## config.mk

```make
export PLATFORM = sky130hd
export DESIGN_NAME = blit_pkt_decoder
export DESIGN_NICKNAME = d
export VERILOG_FILES = /design/src/rtl/blit_pkg.sv /design/src/rtl/blit_word_seq.sv /design/src/rtl/blit_field_capture.sv /design/src/rtl/blit_desc_check.sv /design/src/rtl/blit_pkt_decoder.sv
export SDC_FILE = /design/constraint.sdc
export NUM_CORES = 1
export LEC_CHECK = 0
export CAP_MARGIN = 5
export CORE_AREA = 3 3 172 140
export DETAILED_ROUTE_END_ITERATION = 12
export DIE_AREA = 0 0 175 143
export GPL_ROUTABILITY_DRIVEN = 0
export PLACE_DENSITY = 0.85
export REMOVE_ABC_BUFFERS = 1
export SETUP_SLACK_MARGIN = 0.05
export SYNTH_ARGS = -nofsm -noshare
export SYNTH_HDL_FRONTEND = slang
export SYNTH_SLANG_ARGS = --single-unit
```

## constraint.sdc

```tcl
create_clock -name clk -period 5.1 [get_ports clk]
set_clock_uncertainty 0.2 [all_clocks]
set_input_delay 0.765 -clock clk [delete_from_list [all_inputs] [get_ports clk]]
set_output_delay 0.765 -clock clk [all_outputs]
set_load 0.03 [all_outputs]
```

## src/rtl/blit_pkg.sv

```systemverilog
`timescale 1ns/1ps
package blit_pkg;
   // packet word format
   localparam int WORD_W       = 32;
   localparam int HALF_W       = 16;
   localparam int OPC_W        = 8;
   localparam int OPC_LSB      = 24;
   localparam int ROP_W        = 8;
   localparam int ROP_LSB      = 16;
   localparam int DEPTH_W      = 2;
   localparam int DEPTH_LSB    = 24;
   localparam int BIT_WR_ALPHA = 21;
   localparam int BIT_WR_RGB   = 20;
   localparam int BIT_SRC_TILE = 15;
   localparam int BIT_DST_TILE = 11;
   // packet lengths and word slots
   localparam int COPY_WORDS   = 8;
   localparam int FILL_WORDS   = 6;
   localparam int IDX_W        = $clog2(COPY_WORDS);
   localparam int SLOT_CMD     = 0;
   localparam int SLOT_FMT     = 1;
   localparam int SLOT_DTL     = 2;
   localparam int SLOT_DBR     = 3;
   localparam int SLOT_DADR    = 4;
   localparam int SLOT_SORG    = 5;  // fill value for fill packets
   localparam int SLOT_SPIT    = 6;
   localparam int SLOT_SADR    = 7;

   typedef enum logic {PK_FILL = 1'b0, PK_COPY = 1'b1} pkt_kind_e;

   typedef struct packed {
      logic               wr_alpha;
      logic               wr_rgb;
      logic               src_tiled;
      logic               dst_tiled;
      logic [ROP_W-1:0]   rop;
      logic [DEPTH_W-1:0] depth;
      logic [HALF_W-1:0]  dst_pitch;
      logic [HALF_W-1:0]  dx1;
      logic [HALF_W-1:0]  dy1;
      logic [HALF_W-1:0]  dx2;
      logic [HALF_W-1:0]  dy2;
      logic [WORD_W-1:0]  dst_addr;
      logic [HALF_W-1:0]  sx;
      logic [HALF_W-1:0]  sy;
      logic [HALF_W-1:0]  src_pitch;
      logic [WORD_W-1:0]  src_addr;
      logic [WORD_W-1:0]  fill_color;
   } raw_pkt_t;
endpackage

```

## src/rtl/blit_word_seq.sv

```systemverilog
`timescale 1ns/1ps
module blit_word_seq
   import blit_pkg::*;
#(
   parameter logic [OPC_W-1:0] OPC_COPY = 8'hC3,
   parameter logic [OPC_W-1:0] OPC_FILL = 8'hA5
)(
   input  logic             clk,
   input  logic             rst_n,
   input  logic             word_fire,
   input  logic [OPC_W-1:0] opcode,
   output logic [IDX_W-1:0] idx,
   output pkt_kind_e        kind,
   output logic             last_word,
   output logic             bad_op
);
   localparam logic [IDX_W-1:0] LAST_COPY = IDX_W'(COPY_WORDS - 1);
   localparam logic [IDX_W-1:0] LAST_FILL = IDX_W'(FILL_WORDS - 1);

   logic [IDX_W-1:0] idx_q;
   pkt_kind_e        kind_q;
   logic             bad_q;
   logic [IDX_W-1:0] last_idx;
   logic             opc_copy, opc_fill;

   assign opc_copy  = (opcode == OPC_COPY);
   assign opc_fill  = (opcode == OPC_FILL);
   assign last_idx  = (kind_q == PK_COPY) ? LAST_COPY : LAST_FILL;
   assign last_word = word_fire && (idx_q != '0) && (idx_q == last_idx);

   always_ff @(posedge clk or negedge rst_n) begin
      if (!rst_n) begin
         idx_q  <= '0;
         kind_q <= PK_FILL;
         bad_q  <= 1'b0;
      end else begin
         bad_q <= 1'b0;
         if (word_fire) begin
            if (idx_q == '0) begin
               if (opc_copy) begin
                  kind_q <= PK_COPY;
                  idx_q  <= IDX_W'(1);
               end else if (opc_fill) begin
                  kind_q <= PK_FILL;
                  idx_q  <= IDX_W'(1);
               end else begin
                  bad_q  <= 1'b1;
               end
            end else if (idx_q == last_idx) begin
               idx_q <= '0;
            end else begin
               idx_q <= idx_q + IDX_W'(1);
            end
         end
      end
   end

   assign idx    = idx_q;
   assign kind   = kind_q;
   assign bad_op = bad_q;

   // a rejected command word leaves the sequencer waiting for a command
   a_r8_resync: assert property (@(posedge clk) disable iff (!rst_n)
      bad_q |-> (idx_q == '0));
   // a fill packet never reaches the copy-only slots
   a_r3_fill_len: assert property (@(posedge clk) disable iff (!rst_n)
      (kind_q == PK_FILL) |-> (idx_q < IDX_W'(FILL_WORDS)));
endmodule

```

## src/rtl/blit_field_capture.sv

```systemverilog
`timescale 1ns/1ps
module blit_field_capture
   import blit_pkg::*;
(
   input  logic              clk,
   input  logic              rst_n,
   input  logic              word_fire,
   input  logic [IDX_W-1:0]  idx,
   input  pkt_kind_e         kind,
   input  logic [WORD_W-1:0] word,
   output raw_pkt_t          pkt
);
   raw_pkt_t pkt_q;

   always_ff @(posedge clk or negedge rst_n) begin
      if (!rst_n) begin
         pkt_q <= '0;
      end else if (word_fire) begin
         case (int'(idx))
            SLOT_CMD: begin
               pkt_q.wr_alpha   <= word[BIT_WR_ALPHA];
               pkt_q.wr_rgb     <= word[BIT_WR_RGB];
               pkt_q.src_tiled  <= word[BIT_SRC_TILE];
               pkt_q.dst_tiled  <= word[BIT_DST_TILE];
               pkt_q.sx         <= '0;
               pkt_q.sy         <= '0;
               pkt_q.src_pitch  <= '0;
               pkt_q.src_addr   <= '0;
               pkt_q.fill_color <= '0;
            end
            SLOT_FMT: begin
               pkt_q.rop       <= word[ROP_LSB +: ROP_W];
               pkt_q.depth     <= word[DEPTH_LSB +: DEPTH_W];
               pkt_q.dst_pitch <= word[HALF_W-1:0];
            end
            SLOT_DTL: begin
               pkt_q.dx1 <= word[HALF_W-1:0];
               pkt_q.dy1 <= word[WORD_W-1:HALF_W];
            end
            SLOT_DBR: begin
               pkt_q.dx2 <= word[HALF_W-1:0];
               pkt_q.dy2 <= word[WORD_W-1:HALF_W];
            end
            SLOT_DADR: pkt_q.dst_addr <= word;
            SLOT_SORG: begin
               if (kind == PK_COPY) begin
                  pkt_q.sx <= word[HALF_W-1:0];
                  pkt_q.sy <= word[WORD_W-1:HALF_W];
               end else begin
                  pkt_q.fill_color <= word;
               end
            end
            SLOT_SPIT: pkt_q.src_pitch <= word[HALF_W-1:0];
            SLOT_SADR: pkt_q.src_addr  <= word;
            default: ;
         endcase
      end
   end

   assign pkt = pkt_q;
endmodule

```

## src/rtl/blit_desc_check.sv

```systemverilog
`timescale 1ns/1ps
module blit_desc_check
   import blit_pkg::*;
#(
   parameter int TILE_PITCH_LOG2 = 2,
   parameter int TILE_ALIGN_LOG2 = 12,
   parameter bit COORD_SIGNED    = 1'b1,
   localparam int PITCH_OUT_W    = HALF_W + TILE_PITCH_LOG2
)(
   input  logic                   is_copy,
   input  logic                   dst_tiled,
   input  logic                   src_tiled_raw,
   input  logic [HALF_W-1:0]      dst_pitch_raw,
   input  logic [HALF_W-1:0]      src_pitch_raw,
   input  logic [WORD_W-1:0]      dst_addr,
   input  logic [WORD_W-1:0]      src_addr,
   input  logic [HALF_W-1:0]      dx1,
   input  logic [HALF_W-1:0]      dy1,
   input  logic [HALF_W-1:0]      dx2,
   input  logic [HALF_W-1:0]      dy2,
   output logic [PITCH_OUT_W-1:0] dst_pitch,
   output logic [PITCH_OUT_W-1:0] src_pitch,
   output logic                   src_tiled,
   output logic                   empty,
   output logic                   misaligned
);
   localparam int N_SURF = 2;  // 0: destination, 1: source

   logic [N_SURF-1:0]      surf_tiled;
   logic [N_SURF-1:0]      surf_bad;
   logic [HALF_W-1:0]      surf_praw [N_SURF];
   logic [WORD_W-1:0]      surf_addr [N_SURF];
   logic [PITCH_OUT_W-1:0] surf_pout [N_SURF];

   assign src_tiled     = is_copy & src_tiled_raw;
   assign surf_tiled    = {src_tiled, dst_tiled};
   assign surf_praw[0]  = dst_pitch_raw;
   assign surf_praw[1]  = src_pitch_raw;
   assign surf_addr[0]  = dst_addr;
   assign surf_addr[1]  = src_addr;

   for (genvar s = 0; s < N_SURF; s++) begin : g_surf
      // tiled pitch is stored in 2**TILE_PITCH_LOG2-byte units
      assign surf_pout[s] = surf_tiled[s]
         ? {surf_praw[s], {TILE_PITCH_LOG2{1'b0}}}
         : {{TILE_PITCH_LOG2{surf_praw[s][HALF_W-1]}}, surf_praw[s]};
      assign surf_bad[s]  = surf_tiled[s] && (surf_addr[s][TILE_ALIGN_LOG2-1:0] != '0);
   end

   assign dst_pitch  = surf_pout[0];
   assign src_pitch  = surf_pout[1];
   assign misaligned = |surf_bad;

   if (COORD_SIGNED) begin : g_cmp_signed
      assign empty = ($signed(dx2) <= $signed(dx1)) || ($signed(dy2) <= $signed(dy1));
   end else begin : g_cmp_unsigned
      assign empty = (dx2 <= dx1) || (dy2 <= dy1);
   end
endmodule

```

## src/rtl/blit_pkt_decoder.sv

```systemverilog
`timescale 1ns/1ps
module blit_pkt_decoder
   import blit_pkg::*;
#(
   parameter logic [OPC_W-1:0] OPC_COPY  = 8'hC3,
   parameter logic [OPC_W-1:0] OPC_FILL  = 8'hA5,
   parameter int TILE_PITCH_LOG2         = 2,
   parameter int TILE_ALIGN_LOG2         = 12,
   parameter bit COORD_SIGNED            = 1'b1,
   localparam int PITCH_OUT_W            = HALF_W + TILE_PITCH_LOG2
)(
   input  logic                   clk,
   input  logic                   rst_n,
   input  logic                   in_valid,
   output logic                   in_ready,
   input  logic [WORD_W-1:0]      in_word,
   output logic                   desc_valid,
   input  logic                   desc_ready,
   output logic                   d_is_copy,
   output logic                   d_wr_alpha,
   output logic                   d_wr_rgb,
   output logic                   d_src_tiled,
   output logic                   d_dst_tiled,
   output logic [ROP_W-1:0]       d_rop,
   output logic [DEPTH_W-1:0]     d_depth,
   output logic [PITCH_OUT_W-1:0] d_dst_pitch,
   output logic [HALF_W-1:0]      d_dst_x1,
   output logic [HALF_W-1:0]      d_dst_y1,
   output logic [HALF_W-1:0]      d_dst_x2,
   output logic [HALF_W-1:0]      d_dst_y2,
   output logic [WORD_W-1:0]      d_dst_addr,
   output logic [HALF_W-1:0]      d_src_x,
   output logic [HALF_W-1:0]      d_src_y,
   output logic [PITCH_OUT_W-1:0] d_src_pitch,
   output logic [WORD_W-1:0]      d_src_addr,
   output logic [WORD_W-1:0]      d_fill_color,
   output logic                   err_opcode,
   output logic                   err_align
);
   // elaboration checks
   if (OPC_COPY == OPC_FILL) begin : g_chk_opc
      $error("blit_pkt_decoder: the two opcodes must differ");
   end
   if (TILE_PITCH_LOG2 < 1 || TILE_PITCH_LOG2 > 8) begin : g_chk_tpitch
      $error("blit_pkt_decoder: TILE_PITCH_LOG2 out of range");
   end
   if (TILE_ALIGN_LOG2 < 1 || TILE_ALIGN_LOG2 >= WORD_W) begin : g_chk_talign
      $error("blit_pkt_decoder: TILE_ALIGN_LOG2 out of range");
   end

   logic             word_fire;
   logic [IDX_W-1:0] idx;
   pkt_kind_e        kind;
   logic             last_word;
   logic             bad_op;
   raw_pkt_t         pkt;
   logic             empty, misaligned, src_tiled_eff;
   logic             done_q, valid_q, align_q;

   assign in_ready  = !valid_q && !done_q;
   assign word_fire = in_valid && in_ready;

   blit_word_seq #(
      .OPC_COPY (OPC_COPY),
      .OPC_FILL (OPC_FILL)
   ) i_seq (
      .clk       (clk),
      .rst_n     (rst_n),
      .word_fire (word_fire),
      .opcode    (in_word[OPC_LSB +: OPC_W]),
      .idx       (idx),
      .kind      (kind),
      .last_word (last_word),
      .bad_op    (bad_op)
   );

   blit_field_capture i_cap (
      .clk       (clk),
      .rst_n     (rst_n),
      .word_fire (word_fire),
      .idx       (idx),
      .kind      (kind),
      .word      (in_word),
      .pkt       (pkt)
   );

   blit_desc_check #(
      .TILE_PITCH_LOG2 (TILE_PITCH_LOG2),
      .TILE_ALIGN_LOG2 (TILE_ALIGN_LOG2),
      .COORD_SIGNED    (COORD_SIGNED)
   ) i_chk (
      .is_copy       (kind == PK_COPY),
      .dst_tiled     (pkt.dst_tiled),
      .src_tiled_raw (pkt.src_tiled),
      .dst_pitch_raw (pkt.dst_pitch),
      .src_pitch_raw (pkt.src_pitch),
      .dst_addr      (pkt.dst_addr),
      .src_addr      (pkt.src_addr),
      .dx1           (pkt.dx1),
      .dy1           (pkt.dy1),
      .dx2           (pkt.dx2),
      .dy2           (pkt.dy2),
      .dst_pitch     (d_dst_pitch),
      .src_pitch     (d_src_pitch),
      .src_tiled     (src_tiled_eff),
      .empty         (empty),
      .misaligned    (misaligned)
   );

   // completion: one cycle after the last word, decide issue, drop or error
   always_ff @(posedge clk or negedge rst_n) begin
      if (!rst_n) begin
         done_q  <= 1'b0;
         valid_q <= 1'b0;
         align_q <= 1'b0;
      end else begin
         done_q  <= last_word;
         align_q <= done_q && misaligned;
         if (done_q && !misaligned && !empty) begin
            valid_q <= 1'b1;
         end else if (desc_ready) begin
            valid_q <= 1'b0;
         end
      end
   end

   assign desc_valid   = valid_q;
   assign err_opcode   = bad_op;
   assign err_align    = align_q;
   assign d_is_copy    = (kind == PK_COPY);
   assign d_wr_alpha   = pkt.wr_alpha;
   assign d_wr_rgb     = pkt.wr_rgb;
   assign d_src_tiled  = src_tiled_eff;
   assign d_dst_tiled  = pkt.dst_tiled;
   assign d_rop        = pkt.rop;
   assign d_depth      = pkt.depth;
   assign d_dst_x1     = pkt.dx1;
   assign d_dst_y1     = pkt.dy1;
   assign d_dst_x2     = pkt.dx2;
   assign d_dst_y2     = pkt.dy2;
   assign d_dst_addr   = pkt.dst_addr;
   assign d_src_x      = pkt.sx;
   assign d_src_y      = pkt.sy;
   assign d_src_addr   = pkt.src_addr;
   assign d_fill_color = pkt.fill_color;

   // a waiting descriptor is held and blocks the input
   a_r9_hold: assert property (@(posedge clk) disable iff (!rst_n)
      (desc_valid && !desc_ready) |=> (desc_valid && $stable(d_dst_addr)
         && $stable(d_dst_x1) && $stable(d_src_addr) && $stable(d_fill_color)));
   a_r9_no_take: assert property (@(posedge clk) disable iff (!rst_n)
      desc_valid |-> !in_ready);
   // an issued descriptor always has area
   a_r6_nonempty: assert property (@(posedge clk) disable iff (!rst_n)
      desc_valid |-> (!COORD_SIGNED || (($signed(d_dst_x2) > $signed(d_dst_x1))
         && ($signed(d_dst_y2) > $signed(d_dst_y1)))));
   // an issued tiled surface is aligned
   a_r7_align: assert property (@(posedge clk) disable iff (!rst_n)
      (desc_valid && d_dst_tiled) |-> (d_dst_addr[TILE_ALIGN_LOG2-1:0] == '0));
   // a tiled pitch is a multiple of the tile unit
   a_r5_tile_pitch: assert property (@(posedge clk) disable iff (!rst_n)
      (desc_valid && d_dst_tiled) |-> (d_dst_pitch[TILE_PITCH_LOG2-1:0] == '0));
   // error pulses and a new descriptor never coincide
   a_r8_excl: assert property (@(posedge clk) disable iff (!rst_n)
      $onehot0({err_opcode, err_align, $rose(desc_valid)}));
   // the input closes right after a packet's last word
   a_r10_close: assert property (@(posedge clk) disable iff (!rst_n)
      last_word |=> !in_ready);
endmodule

```

==> results of run 1 <==
-- per-layer routing --
layer	wire length [um]	part of all wire, %
met1	13400	41
met2	15400	47
met3	3220	9.8
met4	740	2.3
met5	0	0
-- kinds of logic after synthesis --
family | after synthesis
buffers and inverters | 287
AND/OR/NAND/NOR | 225
AO/OA/AOI/OAI | 137
XOR/XNOR | 3
adder cells (fa/ha/maj) | 38
flip-flops | 246
multiplexers | 150
-- power breakdown --
group	switching (uW)	total [uW]	internal (uW)
combinational	3750	6490	2730
clock	766	2000	1230
sequential	740	3630	2890
total	5260	12100	6850
-- metrics by stage --
| stage | area (sq um) | instances | power [uW] | setup slack (ps) | hold slack, ps |
|---|---|---|---|---|---|
| after floorplan | 10300 | 837 | 7190 | 2240 | 269 |
| after CTS | 14500 | 1477 | 12200 | 1260 | 138 |
| after detailed placement | 13600 | 1433 | 10100 | 1600 | 273 |
| after global routing | 14500 | 1477 | 12700 | 1180 | 185 |
| after global placement | 13600 | 1433 | 9940 | 1680 | 260 |
| final | 14500 | 1477 | 12100 | 1300 | 96.5 |
-- worst reg2reg max path, stage by stage (launching register included) --
cell	delay, ps
dfrtp_1	450
nor2_2	200
and2_1	460
nand2_1	710
or3_1	560
a21oi_1	160
nor2_1	60
-- sequential cells by signal, indices dropped and copies added, names as in the netlist --
| register | cells |
|---|---|
| i_seq.idx | 3 |
| done_q | 1 |
| i_seq.kind | 1 |
| err_align | 1 |
| desc_valid | 1 |
| i_seq.bad_op | 1 |
| i_cap.pkt | 238 |
-- how the worst max path moves through the flow --
stage / from / endpoint / cells after the start
floorplan: i_seq.idx[1]$_DFFE_PN0P_ / i_cap.pkt[89]$_DFFE_PN0P_ / 7
CTS: i_seq.kind$_DFFE_PN0P_ / d_src_pitch[16] / 5
global placement: in_valid / i_seq.kind$_DFFE_PN0P_ / 6
global route: i_seq.kind$_DFFE_PN0P_ / d_src_pitch[16] / 5
detailed placement: in_valid / i_seq.kind$_DFFE_PN0P_ / 6
finish: i_seq.kind$_DFFE_PN0P_ / d_src_pitch[16] / 5
-- Yosys cell counts, types with 3 or more instances --
| library cell | n | share of area, % |
|---|---|---|
| a21o_1 | 3 | 0.19 |
| a21oi_1 | 18 | 0.75 |
| a22o_1 | 32 | 2.3 |
| and2_1 | 4 | 0.21 |
| and3_1 | 3 | 0.16 |
| buf_2 | 28 | 1.2 |
| buf_4 | 205 | 13 |
| clkbuf_1 | 13 | 0.40 |
| dfrtp_1 | 246 | 51 |
| ha_1 | 38 | 3.9 |
| inv_1 | 38 | 1.2 |
| mux2_2 | 149 | 14 |
| nand2_1 | 152 | 4.7 |
| nand3_1 | 25 | 1.0 |
| nand4_1 | 6 | 0.31 |
| nor2_1 | 13 | 0.40 |
| nor2b_1 | 5 | 0.26 |
| nor4_1 | 7 | 0.36 |
| o21ai_0 | 64 | 2.7 |
| o21ai_1 | 8 | 0.33 |
| xnor2_1 | 3 | 0.22 |
-- final cells by class --
cell class	count	area (sq um)	share of cell area (%)
Timing Repair Buffer	290	2890	19.9
Sequential cell	246	6160	42.4
Clock buffer	37	763	5.26
Inverter	38	143	0.982
Clock inverter	7	138	0.948
Tap cell	306	383	2.64
Multi-Input combinational cell	553	4050	27.9
==> results.sh, run 1 <==
export IMPL_synth_edff_count=0
export IMPL_cts_htree_levels=1
export IMPL_hp_class="input port to asynchronous set/reset pin"
export IMPL_synthXorXnorAreaFrac_pct=0.218
export IMPL_final_common_cell="clkdlybuf4s50_1"
export IMPL_drive_gt1_share_pct=18.0
export IMPL_grt_max_degree=118
export IMPL_grt_util_met3_pct=8.16
export IMPL_yosys_most_used_dff="dfrtp_1"
export IMPL_firstDrtPassIters=5
export IMPL_cp_slowest_cell="clkdlybuf4s50_1"
export IMPL_wl_um=32700
export IMPL_fp_dieH_um=143
export IMPL_yosys_warnings=0
export IMPL_initial_core_util_pct=53.8
export IMPL_most_common_layout_cells="281 x clkdlybuf4s50_1, 246 x dfrtp_1, 150 x nand2_1, 149 x mux2_2, 64 x o21ai_0"
export IMPL_fmax_mhz=263
export IMPL_slew_viol_final=0
export IMPL_root_buffer="clkbuf_16"
export IMPL_io_buffer_count=282
export IMPL_wl_per_cell_um=22.2
export IMPL_r2r_slack_ps=2200
export IMPL_finalSetupViolCount=0
export IMPL_dp_hpwl_um=22100
export IMPL_arrival_ps=2830
export IMPL_routed_via_density=5.54
export IMPL_synth_area_sq_mm=0.0121
export IMPL_timing_rr_start="done_q$_DFF_PN0_"
export IMPL_drv_cap=0
export IMPL_synth_simple_area_share_pct=8.03
export IMPL_path_clk_slew_ps=60
export IMPL_end_kind="output pin"
export IMPL_status="finished clean"
export IMPL_worstRegToRegCells=6
export IMPL_avgSynthCellArea_sq_um=11.1
export IMPL_grtUsageMet1_pct=33.6
export IMPL_cts_setup_buffers=0
export IMPL_initialDrtViolationCount=632
export IMPL_cts_sinks=246
export IMPL_synth_compound_area_share_pct=7.19
export IMPL_setup_tns_ps=0
export IMPL_worst_slew_pin_slew_ps=998
export IMPL_crit_chain="nand2_1, inv_1, nand2_1, nand2_1, clkdlybuf4s50_1"
export IMPL_peakVddDrop_mv=0.490
export IMPL_grt_pass1_vias=8559
export IMPL_cp_num_buf_inv=2
export IMPL_use_met2_pct=43.7
export IMPL_yosysUniqueCellTypes=43
export IMPL_busiest_layer="met2"
export IMPL_async_flop_share_pct=100
export IMPL_grt_pass1_wl_um=51100
export IMPL_num_io_pins=283
export IMPL_finalHoldViolations=0
export IMPL_slew_headroom_pct=33.3
export IMPL_p_leak_uw=0.00647
export IMPL_antenna_found_initial=0
export IMPL_worstReg2RegEnd="i_seq.kind$_DFFE_PN0P_"
export IMPL_post_route_util_pct=64.7
export IMPL_clkLatencyLatePin_ps=520
export IMPL_synth_fa_ha_area_share_pct=3.94
export IMPL_final_min_clock_period_ps=3800
export IMPL_syn_inst=1086
export IMPL_layout_nets=1229
export IMPL_route_detailed_drc=0
export IMPL_path_class="flip-flop to output pin"
export IMPL_cpMostUsedCell="nand2_1"
export IMPL_cts_tree="yes"
export IMPL_p_per_area_mw_per_mm2=834
export IMPL_cp_slowest_stage_delay_ps=680
export IMPL_synth_top_family_by_area="buffers and inverters"
export IMPL_crit_family="buffers and inverters"
export IMPL_finalCritPeriodShare_pct=74.4
export IMPL_fillers=1712
export IMPL_vias=8180
export IMPL_clockBufferDepth=3
export IMPL_floorplan_rows=49
export IMPL_muxShareOfSynthArea_pct=14.0
export IMPL_cts_resized=0
export IMPL_ant_nets=0
export IMPL_rsz0062_at_grt="false"
export IMPL_coreArea_sq_mm=0.0224
export IMPL_cp_required_ps=4140
export IMPL_ys_ff_latch=246
export IMPL_grt_overflow=0
export IMPL_areaGrowthSynthToFinish_pct=20.3
export IMPL_ys_seq_area_share_pct=51.0
export IMPL_critPathLaunchType="flip-flop"
export IMPL_chipWidth_um=175
export IMPL_cts_hold_buf=0
export IMPL_cts_made_buffers=26
export IMPL_dieArea_sq_mm=0.0250
export IMPL_grt_use_total_pct=26.1
export IMPL_crit_path_max_fanout=18
export IMPL_antenna_cells=0
Power figures use the tool's default switching activity.
==> run 2, diff against run 1 <==
- CORE_AREA: 3 3 172 140 -> 3 3 176 144
- DIE_AREA: 0 0 175 143 -> 0 0 179 147
- PLACE_DENSITY: 0.85 -> 0.81
- clock period: 5.1 -> 3.82 ns (I/O delays scaled with it)
==> run 2 against run 1 <==
  * Flip-flop and latch count stayed put
  * Utilization fell by 2.4 points
  * Hold slack better by 180 ps
  * Count of clock-buffer cells in the layout fell by 4
==> results.sh, run 2 (synthesis gave the netlist of run 1 again) <==
export IMPL_path_clk_slew_ps=60
export IMPL_power_frac_seq_pct=29.8
export IMPL_power_switching_uw=7070
export IMPL_cts_made_buffers=26
export IMPL_clkLatencyLatePin_ps=520
export IMPL_routed_via_density=5.38
export IMPL_stdcell_area_sq_mm=0.0146
export IMPL_ant_nets=0
export IMPL_worstRegToRegCells=8
export IMPL_status="finished clean"
export IMPL_place_area_sq_mm=0.0137
export IMPL_critPathLaunchType="flip-flop"
export IMPL_p_leak_uw=0.00652
export IMPL_setup_slack_ps=340
export IMPL_initialDrtViolationCount=432
export IMPL_layout_nets=1234
export IMPL_p_per_area_mw_per_mm2=1120
export IMPL_p_comb_share_pct=53.6
export IMPL_peakVddDrop_mv=0.601
export IMPL_p_total_uw=16400
export IMPL_regArea_sq_mm=0.00616
export IMPL_setup_tns_ps=0
export IMPL_hp_class="flip-flop to flip-flop"
export IMPL_multiInputGateArea_sq_mm=0.00405
export IMPL_finalHoldViolations=0
export IMPL_netSwitchingFraction_pct=43.2
export IMPL_io_buffer_count=282
export IMPL_firstDrtPassIters=4
export IMPL_fillers=1837
export IMPL_clockBufferDepth=3
export IMPL_cts_tree="yes"
export IMPL_cts_hold_buf=1
export IMPL_slew_viol_final=0
export IMPL_crit_start="i_seq.kind$_DFFE_PN0P_"
export IMPL_wl_um=31400
export IMPL_worst_slew_pin_slew_ps=1180
export IMPL_rsz0062_at_grt="false"
export IMPL_grt_use_total_pct=23.4
export IMPL_grt_pass1_wl_um=47900
export IMPL_grt_overflow=0
export IMPL_floorplan_rows=50
export IMPL_dieArea_sq_mm=0.0263
export IMPL_dp_hpwl_um=22000
export IMPL_cts_sinks=246
export IMPL_finalSetupViolCount=0
export IMPL_worstReg2RegEnd="i_cap.pkt[103]$_DFFE_PN0P_"
export IMPL_areaGrowthSynthToFinish_pct=21.2
export IMPL_most_common_layout_cells="281 x clkdlybuf4s50_1, 246 x dfrtp_1, 150 x nand2_1, 149 x mux2_2, 64 x o21ai_0"
export IMPL_antenna_found_initial=0
export IMPL_fp_dieH_um=147
export IMPL_worst_hold_path_num_cells=2
export IMPL_root_buffer="clkbuf_16"
export IMPL_dp_cells=1443
export IMPL_grt_pass1_vias=8246
export IMPL_r2r_slack_ps=1120
export IMPL_hold_path_startpoint="i_cap.pkt[93]$_DFFE_PN0P_"
export IMPL_drv_cap=0
export IMPL_finalCritPeriodShare_pct=91.1
export IMPL_pwr_share_clk_pct=16.7
export IMPL_grt_max_degree=81
export IMPL_cts_htree_levels=1
export IMPL_hold_end="i_cap.pkt[93]$_DFFE_PN0P_"
export IMPL_end_kind="output pin"
export IMPL_path_class="flip-flop to output pin"
export IMPL_slew_headroom_pct=20.9
export IMPL_pre_cts_ws_ps=817
export IMPL_final_common_cell="clkdlybuf4s50_1"
export IMPL_cts_resized=0
export IMPL_route_detailed_drc=0
export IMPL_largest_reg_flops=238
export IMPL_wl_per_cell_um=21.0
export IMPL_arrival_ps=2710
export IMPL_fmax_mhz=287
export IMPL_vias=8033
export IMPL_initial_core_util_pct=51.4
export IMPL_cp_required_ps=3050
export IMPL_coreArea_sq_mm=0.0235
export IMPL_final_min_clock_period_ps=3480
export IMPL_crit_path_max_fanout=18
export IMPL_timing_rr_start="i_seq.idx[0]$_DFFE_PN0P_"
export IMPL_layout_cells_non_filler=1492
export IMPL_chipWidth_um=179
export IMPL_num_io_pins=283
export IMPL_intPower_uw=9290
export IMPL_cts_setup_buffers=0
export IMPL_drive_gt1_share_pct=18.7
-- run 2: cell count changes in the layout (fill, tap and decap cells not counted), sizes merged --
| cell | before | now |
|---|---|---|
| buf | 9 | 13 |
| bufinv | 4 | 5 |
| clkbuf | 37 | 33 |
| clkinv | 2 | 7 |
| diode | 0 | 1 |
| dlygate4sd3 | 0 | 1 |
| inv | 38 | 39 |
-- run 2: worst max path at each step --
stage / cells after the start / end / slack, ps
floorplan: 7 / i_cap.pkt[89]$_DFFE_PN0P_ / 960
global placement: 3 / d_src_pitch[5] / 880
detailed placement: 6 / i_cap.pkt[103]$_DFFE_PN0P_ / 820
CTS: 3 / d_src_pitch[5] / 290
global route: 3 / d_src_pitch[5] / 240
finish: 3 / d_src_pitch[4] / 340
-- run 2: layer usage --
metal / GRT usage (%) / up-vias / part of all wire, %
met4: 6.78 / 0 / 2.8
li1: - / 3627 / -
met5: 0 / - / 0
met2: 36.8 / 297 / 45
met3: 6.12 / 53 / 7.9
met1: 32.0 / 4056 / 44
-- run 2: critical path, stage by stage (launching register included) --
cell	delay [ps]
dfrtp_1	460
nand2_1	700
mux2_2	420
clkdlybuf4s50_1	600
-- run 2: area by class of cell --
type,instances,share of cell area [%]
Clock inverter,14,1.40
Multi-Input combinational cell,553,27.7
Clock buffer,33,4.98
Inverter,38,0.975
Timing Repair Buffer,295,20.2
Tap cell,312,2.67
Antenna cell,1,0.0171
Sequential cell,246,42.1
-- run 2: per-stage QoR --
step                      hold WS (ps)  utilization, %
final                              280            62.3
after global routing               301            62.3
after CTS                          284            62.3
after detailed placement           272            58.3
after global placement             262            58.3
after floorplan                   77.4               -
-- run 2: power groups by stage --
stage | Sequential [uW] | Clock [uW] | Combinational (uW)
after floorplan | 6780 | 0 | 2820
after global placement | 4820 | 0 | 8660
after detailed placement | 4880 | 0 | 8800
after CTS | 4860 | 2770 | 8840
after global routing | 5030 | 2880 | 9320
final | 4870 | 2730 | 8770
